===== src/rtl/cr_timer_pkg.sv =====
package cr_timer_pkg;

   // control register layout, bit 7 first
   typedef struct packed {
      logic ovf;
      logic ext;
      logic rx_sel;
      logic tx_sel;
      logic strb_en;
      logic run;
      logic evt_sel;
      logic cap_sel;
   } ctrl_t;

   localparam int unsigned BYTE_W    = 8;
   localparam int unsigned ADDR_CTRL = 0;

   function automatic int unsigned cnt_addr(input int unsigned b);
      return 1 + b;
   endfunction

   function automatic int unsigned cap_addr(input int unsigned b, input int unsigned nbytes);
      return 1 + nbytes + b;
   endfunction

endpackage


===== src/rtl/cr_edge_sync.sv =====
module cr_edge_sync #(
   parameter int unsigned STAGES = 2
) (
   input  logic clk,
   input  logic rst_n,
   input  logic pin,
   output logic fall
);

   generate
      if (STAGES < 2) begin : g_bad_stages
         $error("cr_edge_sync: STAGES must be at least 2");
      end
   endgenerate

   logic [STAGES-1:0] chain_q;
   logic              prev_q;

   always_ff @(posedge clk or negedge rst_n) begin
      if (!rst_n) begin
         chain_q <= '0;
         prev_q  <= 1'b0;
      end else begin
         chain_q <= {chain_q[STAGES-2:0], pin};
         prev_q  <= chain_q[STAGES-1];
      end
   end

   assign fall = prev_q & ~chain_q[STAGES-1];

endmodule


===== src/rtl/cr_ctrl_reg.sv =====
module cr_ctrl_reg
   import cr_timer_pkg::*;
(
   input  logic       clk,
   input  logic       rst_n,
   input  logic       wr_en,
   input  logic [7:0] wdata,
   input  logic       set_ovf,
   input  logic       set_ext,
   output ctrl_t      ctrl_q
);

   ctrl_t wr_val;
   assign wr_val = ctrl_t'(wdata);

   always_ff @(posedge clk or negedge rst_n) begin
      if (!rst_n) begin
         ctrl_q <= '0;
      end else begin
         if (wr_en) begin
            ctrl_q <= wr_val;
         end
         // hardware set beats a same-cycle software clear
         if (set_ovf) ctrl_q.ovf <= 1'b1;
         if (set_ext) ctrl_q.ext <= 1'b1;
      end
   end

endmodule


===== src/rtl/cr_count_core.sv =====
module cr_count_core #(
   parameter int unsigned CNT_W = 16,
   localparam int unsigned NB   = CNT_W / 8
) (
   input  logic             clk,
   input  logic             rst_n,
   input  logic             inc,
   input  logic             reload,
   input  logic             capture,
   input  logic [NB-1:0]    cnt_wr,
   input  logic [NB-1:0]    cap_wr,
   input  logic [7:0]       wdata,
   output logic [CNT_W-1:0] cnt_q,
   output logic [CNT_W-1:0] cap_q,
   output logic             at_max
);

   logic [CNT_W-1:0] cnt_step;
   assign cnt_step = cnt_q + CNT_W'(1);
   assign at_max   = &cnt_q;

   genvar b;
   generate
      for (b = 0; b < NB; b++) begin : g_byte
         always_ff @(posedge clk or negedge rst_n) begin
            if (!rst_n) begin
               cnt_q[b*8 +: 8] <= '0;
            end else if (cnt_wr[b]) begin
               cnt_q[b*8 +: 8] <= wdata;
            end else if (reload) begin
               cnt_q[b*8 +: 8] <= cap_q[b*8 +: 8];
            end else if (inc) begin
               cnt_q[b*8 +: 8] <= cnt_step[b*8 +: 8];
            end
         end

         always_ff @(posedge clk or negedge rst_n) begin
            if (!rst_n) begin
               cap_q[b*8 +: 8] <= '0;
            end else if (cap_wr[b]) begin
               cap_q[b*8 +: 8] <= wdata;
            end else if (capture) begin
               cap_q[b*8 +: 8] <= cnt_q[b*8 +: 8];
            end
         end
      end
   endgenerate

endmodule


===== src/rtl/cr_baud_out.sv =====
module cr_baud_out (
   input  logic clk,
   input  logic rst_n,
   input  logic ovf_ev,
   input  logic rx_sel,
   input  logic tx_sel,
   output logic rx_pulse,
   output logic tx_pulse
);

   always_ff @(posedge clk or negedge rst_n) begin
      if (!rst_n) begin
         rx_pulse <= 1'b0;
         tx_pulse <= 1'b0;
      end else begin
         rx_pulse <= ovf_ev & rx_sel;
         tx_pulse <= ovf_ev & tx_sel;
      end
   end

endmodule


===== src/rtl/cr_timer16.sv =====
module cr_timer16
   import cr_timer_pkg::*;
#(
   parameter int unsigned CNT_W       = 16,
   parameter int unsigned ADDR_W      = 3,
   parameter int unsigned SYNC_STAGES = 2
) (
   input  logic              clk,
   input  logic              rst_n,
   input  logic              tick_en,
   input  logic              evt_pin,
   input  logic              strb_pin,
   input  logic [ADDR_W-1:0] reg_addr,
   input  logic              reg_wr,
   input  logic [7:0]        reg_wdata,
   output logic [7:0]        reg_rdata,
   output logic              irq,
   output logic              rx_clk,
   output logic              tx_clk
);

   localparam int unsigned NB = CNT_W / 8;

   generate
      if ((CNT_W % 8) != 0 || CNT_W < 8) begin : g_bad_width
         $error("cr_timer16: CNT_W must be a nonzero multiple of 8");
      end
      if ((2 * NB + 1) > (1 << ADDR_W)) begin : g_bad_addr
         $error("cr_timer16: ADDR_W too small for register map");
      end
   endgenerate

   ctrl_t            ctrl_q;
   logic [CNT_W-1:0] cnt_q;
   logic [CNT_W-1:0] cap_q;
   logic             at_max;
   logic             evt_fall;
   logic             strb_fall;
   logic [NB-1:0]    cnt_wr;
   logic [NB-1:0]    cap_wr;
   logic             ctrl_wr;

   cr_edge_sync #(.STAGES(SYNC_STAGES)) u_evt_sync (
      .clk(clk), .rst_n(rst_n), .pin(evt_pin), .fall(evt_fall)
   );

   cr_edge_sync #(.STAGES(SYNC_STAGES)) u_strb_sync (
      .clk(clk), .rst_n(rst_n), .pin(strb_pin), .fall(strb_fall)
   );

   // bus decode
   assign ctrl_wr = reg_wr && (reg_addr == ADDR_W'(ADDR_CTRL));

   genvar b;
   generate
      for (b = 0; b < NB; b++) begin : g_dec
         assign cnt_wr[b] = reg_wr && (reg_addr == ADDR_W'(cnt_addr(b)));
         assign cap_wr[b] = reg_wr && (reg_addr == ADDR_W'(cap_addr(b, NB)));
      end
   endgenerate

   always_comb begin
      reg_rdata = '0;
      if (reg_addr == ADDR_W'(ADDR_CTRL)) reg_rdata = ctrl_q;
      for (int i = 0; i < NB; i++) begin
         if (reg_addr == ADDR_W'(cnt_addr(i)))     reg_rdata = cnt_q[i*8 +: 8];
         if (reg_addr == ADDR_W'(cap_addr(i, NB))) reg_rdata = cap_q[i*8 +: 8];
      end
   end

   // mode resolution
   logic baud_use;
   logic reload_mode;
   logic strb_act;
   logic inc;
   logic ovf_ev;
   logic reload;
   logic capture;

   assign baud_use    = ctrl_q.rx_sel | ctrl_q.tx_sel;
   assign reload_mode = baud_use | ~ctrl_q.cap_sel;
   assign strb_act    = ctrl_q.strb_en & ~baud_use & strb_fall;
   assign inc         = ctrl_q.run & (ctrl_q.evt_sel ? evt_fall : tick_en);
   assign ovf_ev      = inc & at_max;
   assign reload      = (ovf_ev & reload_mode) | (strb_act & ~ctrl_q.cap_sel);
   assign capture     = strb_act & ctrl_q.cap_sel;

   cr_count_core #(.CNT_W(CNT_W)) u_core (
      .clk(clk), .rst_n(rst_n), .inc(inc), .reload(reload), .capture(capture),
      .cnt_wr(cnt_wr), .cap_wr(cap_wr), .wdata(reg_wdata),
      .cnt_q(cnt_q), .cap_q(cap_q), .at_max(at_max)
   );

   cr_ctrl_reg u_ctrl (
      .clk(clk), .rst_n(rst_n), .wr_en(ctrl_wr), .wdata(reg_wdata),
      .set_ovf(ovf_ev & ~baud_use), .set_ext(strb_act), .ctrl_q(ctrl_q)
   );

   cr_baud_out u_baud (
      .clk(clk), .rst_n(rst_n), .ovf_ev(ovf_ev),
      .rx_sel(ctrl_q.rx_sel), .tx_sel(ctrl_q.tx_sel),
      .rx_pulse(rx_clk), .tx_pulse(tx_clk)
   );

   assign irq = ctrl_q.ovf | ctrl_q.ext;

endmodule


===== config.mk =====
export PLATFORM = sky130hd
export DESIGN_NAME = cr_timer16
export DESIGN_NICKNAME = d
export VERILOG_FILES = /design/src/rtl/cr_timer_pkg.sv /design/src/rtl/cr_edge_sync.sv /design/src/rtl/cr_ctrl_reg.sv /design/src/rtl/cr_count_core.sv /design/src/rtl/cr_baud_out.sv /design/src/rtl/cr_timer16.sv
export SDC_FILE = /design/constraint.sdc
export NUM_CORES = 1
export LEC_CHECK = 0
export BUFFER_PORTS_ARGS = -buffer_cell sky130_fd_sc_hd__buf_4
export CORE_ASPECT_RATIO = 0.7
export CORE_MARGIN = 2
export CORE_UTILIZATION = 50
export CTS_CLUSTER_SIZE = 20
export DETAILED_ROUTE_END_ITERATION = 10
export PLACE_DENSITY = 0.75
export SKIP_CTS_REPAIR_TIMING = 1
export SYNTH_ARGS = -nofsm -noshare
export SYNTH_HDL_FRONTEND = slang
export SYNTH_SLANG_ARGS = --single-unit

===== constraint.sdc =====
create_clock -name clk -period 1.9 [get_ports clk]
set_input_delay 0.095 -clock clk [delete_from_list [all_inputs] [get_ports clk]]
set_output_delay 0.095 -clock clk [all_outputs]
set_load 0.05 [all_outputs]

Word-level counts from Yosys, hierarchy flattened
Cells that the tools add are included.
{"block": "word_totals", "register_bits": 48, "input_bits": 17, "word_cells": 75}
{"block": "classes", "n_addsub": 1, "n_eq_ne": 4, "mux": 19, "bitwise_logic": 20, "n_reduce_logical": 13}
{"op": "$mux 8", "count": 16}
{"op": "$add 16x1->16 const B", "count": 1}
{"op": "$reduce_and 16->1", "count": 1}
{"op": "$and 1x1->1", "count": 12}
{"op": "$reduce_bool 2->1", "count": 4}
{"op": "$eq 3x2->1 const B", "count": 2}
{"op": "$reduce_bool 3->1", "count": 2}
{"op": "$logic_and 1x1->1", "count": 5}
{"op": "$not 1->1", "count": 4}
{"op": "$or 1x1->1", "count": 4}
{"op": "$eq 3x1->1 const B", "count": 1}
{"op": "$eq 3x3->1 const B", "count": 1}
{"op": "$logic_not 3->1", "count": 1}
{"op": "$mux 1", "count": 3}

Depth between registers and ports, before layout
Gate-level depths: netlist of run 1.
{"block": "depth", "word_depth": 9, "ltp_mapped": 7}

Modules after synthesis
From an unflattened synthesis of run 1, not the netlist that was laid out.
{"block": "unflattened", "hier_cells": 302, "area_unflattened_um2": 2946.6}
{"mod": "cr_count_core", "n_inst": 1, "cells_per_inst": 203, "area_each_um2": 1909.3, "seq_area_each_um2": 800.8}
{"mod": "cr_timer16", "n_inst": 1, "cells_per_inst": 68, "area_each_um2": 488.0, "seq_area_each_um2": 0.0}
{"mod": "cr_ctrl_reg", "n_inst": 1, "cells_per_inst": 19, "area_each_um2": 309.0, "seq_area_each_um2": 200.2}
{"mod": "cr_edge_sync", "n_inst": 2, "cells_per_inst": 4, "area_each_um2": 88.8, "seq_area_each_um2": 75.1}
{"mod": "cr_baud_out", "n_inst": 1, "cells_per_inst": 4, "area_each_um2": 62.6, "seq_area_each_um2": 50.0}

Worst setup path after synthesis of run 1
Ideal clock, no wire load.
{"block": "synth_timing", "kind": "register to output", "startpoint": "reg u_core.cnt_q[2]", "endpoint": "out reg_rdata[2]", "t_arrival_ns": 1.973, "required_time_ns": 1.805, "path_slack_ns": -0.168, "stages_incl_launch_ff": 5, "cell_sequence": "dfrtp_1 > clkbuf_1 > mux4_1 > inv_1 > o21ai_0"}
{"block": "synth_between", "elab_chain_len": 4}
{"item": "start, declared", "line": "cr_count_core.sv:13", "text": "output logic [CNT_W-1:0] cnt_q,"}
{"item": "start signal, assigned by index", "line": "cr_count_core.sv:29", "text": "cnt_q[b*8 +: 8] <= wdata;"}
{"item": "start signal, assigned by index", "line": "cr_count_core.sv:31", "text": "cnt_q[b*8 +: 8] <= cap_q[b*8 +: 8];"}
{"item": "start signal, assigned by index", "line": "cr_count_core.sv:33", "text": "cnt_q[b*8 +: 8] <= cnt_step[b*8 +: 8];"}
{"item": "$mux 8", "line": "cr_timer16.sv:66", "text": "if (reg_addr == ADDR_W'(cnt_addr(i))) reg_rdata = cnt_q[i*8 +: 8];"}
{"item": "$mux 8", "line": "cr_timer16.sv:67", "text": "if (reg_addr == ADDR_W'(cap_addr(i, NB))) reg_rdata = cap_q[i*8 +: 8];"}
{"item": "$mux 8", "line": "cr_timer16.sv:66"}
{"item": "$mux 8", "line": "cr_timer16.sv:67"}
{"item": "end, declared", "line": "cr_timer16.sv:16", "text": "output logic [7:0] reg_rdata,"}
No other way between the ends.

Worst setup path after layout of run 1
{"block": "layout_timing", "startpoint": "reg, netlist name u_ctrl.ctrl_q[1]", "endpoint": "reg u_core.cnt_q[15]"}
{"block": "layout_between", "elab_chain_len": 7, "word_cells_on_any_way": 8}
{"item": "$mux 1 (*)", "line": "cr_timer16.sv:83", "text": "assign inc = ctrl_q.run & (ctrl_q.evt_sel ? evt_fall : tick_en);"}
{"item": "$and 1x1->1 (*)", "line": "cr_timer16.sv:83"}
{"item": "$and 1x1->1", "line": "cr_timer16.sv:84", "text": "assign ovf_ev = inc & at_max;"}
{"item": "$and 1x1->1", "line": "cr_timer16.sv:85", "text": "assign reload = (ovf_ev & reload_mode) | (strb_act & ~ctrl_q.cap_sel);"}
{"item": "$or 1x1->1", "line": "cr_timer16.sv:85"}
{"item": "$mux 8", "line": "cr_count_core.sv:30", "text": "end else if (reload) begin"}
{"item": "$mux 8", "line": "cr_count_core.sv:28", "text": "end else if (cnt_wr[b]) begin"}
Mark *: on every way between the ends. The rest lies on a longest branch, timed or not.
A chain may end at the register's enable or synchronous reset.

==> results of run 1 <==
-- metrics by stage --
stage               utilization, %  TNS, ps  hold slack, ps  cells
floorplan                        -        0            -201    310
global placement              60.1     -120             145    432
detailed placement            60.1     -942             157    432
CTS                           62.2    -1100            -186    440
global route                  63.6     -108            49.8    445
finish                        63.6        0            46.6    445
-- cell type report --
type	instances	area [um2]
Inverter	8	30.0
Clock buffer	6	82.6
Timing Repair Buffer	72	548
Fill cell	490	2100
Tap cell	75	93.8
Clock inverter	2	38.8
Multi-Input combinational cell	234	1690
Sequential cell	48	1200
-- worst register-to-register path, stage by stage, from the launching register on --
cell	delay (ps)
dfrtp_1	370
and2b_2	230
o21a_1	210
buf_4	200
a31o_4	290
a221oi_1	310
o22ai_1	110
-- power breakdown --
part	switching [mW]	internal, mW	leakage (nW)
Clock	0.352	0.431	0.0614
Combinational	1.19	0.998	1.05
Sequential	0.282	1.36	0.571
-- cells in the final DEF (no fill, tap or decap), types with 2 or more instances in the layout --
cell	Yosys	final
buf_4	4	69
dfrtp_1	48	48
nand2_1	37	37
nor2_1	27	25
mux2i_1	22	22
a21oi_1	19	18
nand3_1	15	15
o21ai_0	20	13
mux4_2	7	8
inv_1	8	8
o21ai_1	0	7
xor2_1	7	7
mux2_2	6	6
xnor2_1	6	6
clkbuf_8	2	6
nand4_1	5	5
a221oi_1	5	5
a31oi_1	6	5
and2_1	4	4
o22ai_1	4	4
nor2_2	1	3
dlygate4sd3_1	0	3
nor3b_2	2	2
or2_2	2	2
nand4_4	2	2
nor2b_1	2	2
nand3b_1	2	2
and3_1	2	2
o211ai_1	2	2
nor3_1	2	2
and3_2	2	2
-- cell usage after synthesis (all sizes together) (3+ instances only) --
cell type | instances | area, um2
a31oi | 6 | 37.5
a221oi | 5 | 43.8
xor2 | 7 | 61.3
nor2 | 28 | 108
nand4 | 7 | 73.8
o22ai | 4 | 25.0
a21oi | 19 | 95.1
buf | 12 | 80.1
nand3 | 15 | 75.1
nor4 | 3 | 33.8
o21ai | 20 | 100
clkbuf | 8 | 55.1
inv | 8 | 30.0
mux4 | 8 | 184
mux2 | 6 | 67.6
and2 | 4 | 25.0
nand2 | 37 | 139
dfrtp | 48 | 1200
and3 | 4 | 27.5
mux2i | 22 | 220
xnor2 | 6 | 52.6
-- metal layers --
| layer | vias up | track usage, % |
|---|---|---|
| met5 | - | 0 |
| met4 | 0 | 6.87 |
| met3 | 7 | 6.85 |
| met2 | 124 | 41.1 |
| met1 | 1274 | 38.7 |
| li1 | 1241 | - |
-- worst max path at each step --
| stage | endpoint | slack, ps | depth (start not counted) |
|---|---|---|---|
| final | u_core.cnt_q[15]$_DFFE_PN0P_ | 80 | 6 |
| after global routing | u_core.cnt_q[9]$_DFFE_PN0P_ | -30 | 6 |
| after CTS | u_core.cnt_q[4]$_DFFE_PN0P_ | -150 | 5 |
| after detailed placement | u_core.cnt_q[9]$_DFFE_PN0P_ | -140 | 6 |
| after global placement | u_core.cnt_q[9]$_DFFE_PN0P_ | -40 | 6 |
| after floorplan | reg_rdata[6] | 10 | 3 |
-- sequential cells by signal, indices dropped and copies added, names as in the netlist --
signal	flops
u_ctrl.ctrl_q	8
u_strb_sync.prev_q	1
u_baud.tx_pulse	1
u_baud.rx_pulse	1
u_core.cap_q	16
u_evt_sync.prev_q	1
u_strb_sync.chain_q	2
u_core.cnt_q	16
u_evt_sync.chain_q	2
-- cell families after synthesis --
group | count (synthesis)
AOI/OAI and AO/OA | 68
xor gates and xnor gates | 13
adders and majority gates | 1
buffers and inverters | 28
DFF | 48
muxes | 36
and+or+nand+nor | 116
==> metrics.txt, run 1 <==
cell chain of the critical path=and2b_2 -> o21a_1 -> buf_4 -> a31o_4 -> a221oi_1 -> o22ai_1; Setup crit end kind=flip-flop; Crit Path Class=reg -> reg; Mapped Cells=310; Initial Utilization=52.2%; total power=4.61 mW; initial antenna violation count=0; Yosys cell types=58; Met2 Wirelength=3600 um; Top Ports=28; largest net degree at the start of global routing=49; fraction of synthesized cell area in xor and xnor cells=3.77%; Worst Path Arrival=2010 ps; max-slew violations=0; Slowest cell on crit path=dfrtp_1; die height=69.0 um; drt wl/cell=18.8 um; routed wire length=8360 um; Avg Cell Area, Syn=9.73 um2; routed vias=2646; clk buf depth=2; Final WS setup=81.0 ps; number of global-route vias before repair=2589; Final Cycle Share=95.7%; Residual DRC=0; DP Area=3480 um2; Reg2Reg Depth=6; Reg2Reg Capture Point=u_core.cnt_q[15]$_DFFE_PN0P_; core area=5780 um2; Total Nets Final=387; HP Class=in -> reg; Pre-Repair DR Iteration Count=5; DRC marker count from the first detailed-route iteration=214; Avg Vias per Cell=5.95; LEAKAGE=1.68 nW; Design Area, Final=3680 um2; Setup crit start=u_ctrl.ctrl_q[1]$_DFFE_PN0N_; Root Driver=clkbuf_8; compound-cell area share of the yosys netlist=14.1%; Met1 Wirelength=3930 um; clk slew on worst S/H paths=90 ps; Bufs and invs on worst path=1; HP Start=reg_wdata[2]; main flop type after synthesis=dfrtp_1; Max Clock Freq=550 MHz; RSZ-0062 raised after global routing=true; ant diodes=0; Die Wd=96.8 um; remaining antenna violation count after routing=0; CTS Buf Count=5; row count=23; port bufs=27; Clock Sinks=48; WHS Path Cells=3; reg-to-reg setup timing slack=80 ps; Slew headroom=57.1%; total of max-cap violations=0; metal3 WL=780 um; CP max stage delay=370 ps; ys async rst share=100%; Adder-Cell Fraction of Synth Area=0.415%; pre-CTS WS=-140 ps; largest family of logic cells by synthesized area=simple AND/OR/NAND/NOR gates; RR Startpoint=u_ctrl.ctrl_q[1]$_DFFE_PN0N_; Ys Warns=0; Final Setup Violations=0; clk_skew=9.21 ps; Hold Fails Final Rpt=0; gr usage total=26.9%; CP delay by family, top=compound AO/OA/AOI/OAI gates; Layout area overhead=22.0%; die area=6680 um2; simple-gate area share of the yosys netlist=20.8%; Syn Nets=328; Yosys reg bits=48; post-layout min period=1820 ps; worst skew pair latency=310 ps; gr ovfl total=0; worst-path fanout max=14; DR top layer=met4; startpoint types=flip-flop; maximum vdd drop=0.000601 V; post-synthesis mux area share=15.6%; Pwr Density=1250 nW/um2; Placer Congestion=0.938; Worst EP required=2090 ps; CTS tree=done; EDFF count, synth=0; status=finished, final reports clean; Worst Max-Slew Pin Slew=643 ps; layout cell share with drive strength beyond 1=30.0%; sequential fraction of the synthesis area=39.8%; Clock H-tree levels=2; HPWL Detailed=6140 um; first-pass GRT wire length=13600 um; Netlist Area Pre-Place=3020 um2; Hold Path Sink=u_core.cap_q[10]$_DFFE_PN0P_
Note: power is estimated with default switching activity, not from simulation.
==> run 2, diff against run 1 <==
--- a/config.mk
+++ b/config.mk
@@ -11,7 +11,7 @@
 export CORE_UTILIZATION = 50
 export CTS_CLUSTER_SIZE = 20
 export DETAILED_ROUTE_END_ITERATION = 10
-export PLACE_DENSITY = 0.75
+export PLACE_DENSITY = 0.68
 export SKIP_CTS_REPAIR_TIMING = 1
 export SYNTH_ARGS = -nofsm -noshare
 export SYNTH_HDL_FRONTEND = slang
==> metrics.txt, run 2 (same netlist as run 1, synthesis figures left out) <==
die height=69.0 um (unchanged); post-layout min period=1830 ps (+14.4 ps); clk buf depth=2 (unchanged); gr usage total=27.7% (+0.75 points); biggest registers after layout=u_core.cap_q: 16 flops, u_core.cnt_q: 16 flops, u_ctrl.ctrl_q: 8 flops; RSZ-0062 raised after global routing=false; gr ovfl total=0 (unchanged); Setup crit end kind=flip-flop; Pre-Repair DR Iteration Count=4 (-1); fin cells=435 (-2.2%); Slew headroom=59.0% (+1.8 points); total of max-cap violations=0 (unchanged); Hold Fails Final Rpt=0 (unchanged); DRC marker count from the first detailed-route iteration=232 (+8.4%); metal3 WL=716 um (-8.2%); first-pass GRT wire length=14000 um (+2.4%); Crit Path Class=reg -> reg; status=finished, final reports clean; post-layout util=61.6% (-2.1 points); drt wl/cell=19.7 um (+5.1%); remaining antenna violation count after routing=0 (unchanged); LEAKAGE=1.62 nW (-3.7%); Final Setup Violations=0 (unchanged); row count=23 (unchanged); startpoint types=flip-flop; number of global-route vias before repair=2495 (-3.6%); Clock Sinks=48 (unchanged); CP max stage delay=420 ps (+50 ps); most common cell after layout, fill and taps aside=buf_4; cell chain of the critical path=nand2_1 -> nor4_4 -> buf_6 -> nand3b_1 -> or3b_1 -> a41oi_2; largest net degree at the start of global routing=49 (unchanged); Cells after DPL=425 (-1.6%); Die Wd=96.8 um (unchanged); port bufs=27 (unchanged); clk_skew=17.2 ps (+8.02 ps); most frequent cells in the layout=buf_4 (58), dfrtp_1 (47), nand2_1 (37); maximum vdd drop=0.000672 V (+12%); initial antenna violation count=0 (unchanged); Root Driver=clkbuf_8; HPWL Detailed=6190 um (+0.84%); CTS tree=done; ant diodes=0 (unchanged); Final Cycle Share=96.5% (+0.76 points); Clock H-tree levels=2 (unchanged); Met1 Wirelength=4120 um (+4.8%); Pwr Density=1240 nW/um2 (-1.2%); Min Hold Slack=42.6 ps (-4.04 ps); die area=6680 um2 (unchanged); worst skew pair latency=310 ps (about the same); routed wire length=8590 um (+2.7%); Design Area, Final=3560 um2 (-3.2%); max-slew violations=0 (unchanged); core area=5780 um2 (unchanged); clk slew on worst S/H paths=100 ps (about the same); Worst Max-Slew Pin Slew=615 ps (-27.7 ps); Worst Path Arrival=2050 ps (+40 ps); pre-CTS WS=77.7 ps (+218 ps); Slowest cell on crit path=dfrtp_2; setup TNS=0 ps (unchanged); routed vias=2572 (-2.8%); Max Clock Freq=545 MHz (-0.79%); Layout area overhead=18.0%; Initial Utilization=52.2% (unchanged); Top Ports=28 (unchanged); Avg Vias per Cell=5.91 (-0.56%); HP Class=in -> reg; Final WS setup=66.5 ps (-14.4 ps); Residual DRC=0 (unchanged); Worst EP required=2110 ps (+20 ps); DP Area=3440 um2 (-1.2%); Met2 Wirelength=3670 um (+1.8%); Placer Congestion=0.884 (-5.7%); CTS Buf Count=5 (unchanged); layout cell share with drive strength beyond 1=27.8% (-2.2 points); total power=4.41 mW (-4.4%); DR top layer=met4; Total Nets Final=378 (-2.3%); worst-path fanout max=8 (-6)
-- run 2: report_power, final --
group	total (mW)	switching, mW	internal, mW
registers	1.67	0.308	1.36
clock network	0.596	0.345	0.251
logic	2.15	1.18	0.963
-- run 2: final timing paths --
check                      cells after the start  slack [ps]                          endpoint                              from
setup / recovery                               6          70       u_core.cnt_q[1]$_DFFE_PN0P_      u_core.cnt_q[14]$_DFFE_PN0P_
setup reg to reg                               6          70       u_core.cnt_q[1]$_DFFE_PN0P_      u_core.cnt_q[14]$_DFFE_PN0P_
hold reg to reg                                0         360  u_strb_sync.chain_q[1]$_DFF_PN0_  u_strb_sync.chain_q[0]$_DFF_PN0_
min in group asynchronous                      2         350         u_baud.tx_pulse$_DFF_PN0_                             rst_n
max in group asynchronous                      2        1120      u_core.cnt_q[14]$_DFFE_PN0P_                             rst_n
hold / removal                                 3          40      u_core.cap_q[14]$_DFFE_PN0P_                      reg_wdata[6]
-- run 2: cell type report --
| type | count | area, um2 |
|---|---|---|
| fillers | 507 | 2220 |
| multi-input cells | 234 | 1660 |
| flip-flops and latches | 48 | 1200 |
| repair buffers | 63 | 497 |
| well taps | 75 | 93.8 |
| clock buffers | 6 | 72.6 |
| inverters | 8 | 30.0 |
| clock inverters | 1 | 5.00 |
-- run 2: critical path, delay by kind of cell, from the launching register on --
family,cells,cell delay [ps]
AOI/OAI and AO/OA,1,180
DFF,1,420
buffers and inverters,1,180
and+or+nand+nor,4,960
-- run 2: per-layer routing --
| layer | vias to the layer above | track usage [%] |
|---|---|---|
| li1 | 1218 | - |
| met1 | 1245 | 40.1 |
| met2 | 101 | 42.6 |
| met3 | 8 | 7.06 |
| met4 | 0 | 5.46 |
| met5 | - | 0 |
==> run 3, diff against run 2 <==
--- a/config.mk
+++ b/config.mk
@@ -5,7 +5,7 @@
 export SDC_FILE = /design/constraint.sdc
 export NUM_CORES = 1
 export LEC_CHECK = 0
-export BUFFER_PORTS_ARGS = -buffer_cell sky130_fd_sc_hd__buf_4
+export BUFFER_PORTS_ARGS = -buffer_cell sky130_fd_sc_hd__buf_2
 export CORE_ASPECT_RATIO = 0.7
 export CORE_MARGIN = 2
 export CORE_UTILIZATION = 50
==> metrics.txt, run 3 (same netlist as run 1, synthesis figures left out) <==
status=finished, final reports clean; Max Clock Freq=534 MHz (-2.1%); post-layout min period=1870 ps (+38.9 ps); Total Nets Final=393 (+4.0%); most frequent cells in the layout=dfrtp_1 (47), buf_4 (46), nand2_1 (37); area of the multi-input gates=1680 um2 (+1.3%); port bufs=27 (unchanged); most common cell after layout, fill and taps aside=dfrtp_1; Worst Max-Slew Pin Slew=563 ps (-51.9 ps); max-slew violations=0 (unchanged); maximum vdd drop=0.000549 V (-18%); Avg Vias per Cell=5.97 (+1.0%); gr ovfl total=0 (unchanged); Worst Path Arrival=2110 ps (+60 ps); setup TNS=0 ps (unchanged); Clock Sinks=48 (unchanged); largest net degree at the start of global routing=29 (-41%); Crit Path Class=reg -> reg; HPWL Detailed=6380 um (+3.1%); clk buf depth=2 (unchanged); number of global-route vias before repair=2511 (+0.64%); worst-path fanout max=13 (+5); met3 Use GR=4.84% (-2.2 points); die area=6680 um2 (unchanged); biggest registers after layout=u_core.cap_q: 16 flops, u_core.cnt_q: 16 flops, u_ctrl.ctrl_q: 8 flops; Slowest cell on crit path=dfrtp_1; met1 usage=42.5% (+2.5 points); startpoint types=flip-flop; Hold Fails Final Rpt=0 (unchanged); routed wire length=8740 um (+1.8%); die height=69.0 um (unchanged); worst skew pair latency=310 ps (about the same); cell chain of the critical path=and2b_2 -> o21a_1 -> buf_4 -> buf_8 -> a31o_4 -> or3_1 -> o22ai_1; DRC marker count from the first detailed-route iteration=237 (+2.2%); Initial Utilization=52.2% (unchanged); Cells after DPL=436 (+2.6%); clk slew on worst S/H paths=100 ps (about the same); row count=23 (unchanged); Residual DRC=0 (unchanged); Die Wd=96.8 um (unchanged); initial antenna violation count=0 (unchanged); CP delay by family, top=compound AO/OA/AOI/OAI gates; RSZ-0062 raised after global routing=true; total of max-cap violations=0 (unchanged); fin cells=451 (+3.7%); gr usage total=27.7% (+0.051 points); GRT busiest layer=met1; Placer Congestion=0.937 (+6.0%); remaining antenna violation count after routing=0 (unchanged); grt met2 use=41.7% (-0.95 points); Reg area=1200 um2 (unchanged); Top Ports=28 (unchanged); Bufs and invs on worst path=2 (+1); Layout area overhead=21.8%; CP max stage delay=370 ps (-50 ps); Final Cycle Share=98.5% (+2.0 points); first-pass GRT wire length=14000 um (+0.10%); Min Hold Slack=92.3 ps (+49.7 ps); Final Setup Violations=0 (unchanged); CTS Buf Count=5 (unchanged); Setup crit end kind=flip-flop; HP Class=in -> reg; clk_skew=8.33 ps (-8.90 ps); pre-CTS WS=6.53 ps (-71.1 ps); Slew headroom=62.4% (+3.5 points); LEAKAGE=1.70 nW (+5.0%); post-layout util=63.5% (+1.9 points); core area=5780 um2 (unchanged); WHS Path Cells=3 (unchanged); Root Driver=clkbuf_8; Reg2Reg Depth=7 (+1); drt wl/cell=19.4 um (-1.8%); CTS tree=done; Pre-Repair DR Iteration Count=5 (+1); Final WS setup=27.7 ps (-38.9 ps); Pwr Density=1260 nW/um2 (+1.6%); Worst EP required=2130 ps (+20 ps); layout cell share with drive strength beyond 1=31.1% (+3.3 points); Levels on crit path=7 (+1); Clock H-tree levels=2 (unchanged); routed vias=2694 (+4.7%); Filler Cell Count=490 (-3.4%); ant diodes=0 (unchanged)
[run 3: changes by cell type in the layout (fill, tap and decap cells not counted), sizes merged]
cell,change
buf,+14
clkinvlp,+1
bufinv,+1
[run 3: cell type report]
class	count	share of cell area (%)
repair buffers	78	15.1
flip-flops and latches	48	32.7
clock buffers	5	1.87
inverters	8	0.817
multi-input cells	234	45.8
clock inverters	3	1.16
well taps	75	2.55
[run 3: metrics by stage]
stage | instance area [um2] | power (mW)
after global placement | 3450 | 3.70
final | 3670 | 4.62
after CTS | 3560 | 4.50
after detailed placement | 3450 | 3.74
after global routing | 3670 | 4.90
after floorplan | 3020 | 3.00
[run 3: worst paths after layout]
check,start,end,slack (ps)
setup / recovery,u_ctrl.ctrl_q[1]$_DFFE_PN0N_,u_core.cnt_q[15]$_DFFE_PN0P_,30
hold / removal,reg_wdata[5],u_core.cap_q[13]$_DFFE_PN0P_,90
setup reg to reg,u_ctrl.ctrl_q[1]$_DFFE_PN0N_,u_core.cnt_q[15]$_DFFE_PN0P_,30
hold reg to reg,u_evt_sync.chain_q[0]$_DFF_PN0_,u_evt_sync.chain_q[1]$_DFF_PN0_,360
max in group asynchronous,rst_n,u_core.cnt_q[13]$_DFFE_PN0P_,1050
min in group asynchronous,rst_n,u_core.cap_q[7]$_DFFE_PN0P_,300
[run 3: worst min-delay path, stage by stage]
cell     delay (ps)
buf_2           140
nand2_1          60
o21ai_0          60
[run 3: power by group]
| part | internal (mW) | switching, mW | leakage (nW) |
|---|---|---|---|
| combinational | 0.994 | 1.20 | 1.07 |
| clock | 0.390 | 0.366 | 0.0541 |
| sequential | 1.36 | 0.313 | 0.570 |
[run 3: routing by layer]
layer / vias to the layer above / wire [um]
met5: - / 0
met4: 0 / 31
met3: 2 / 673
met2: 115 / 3640
met1: 1322 / 4400
li1: 1255 / -
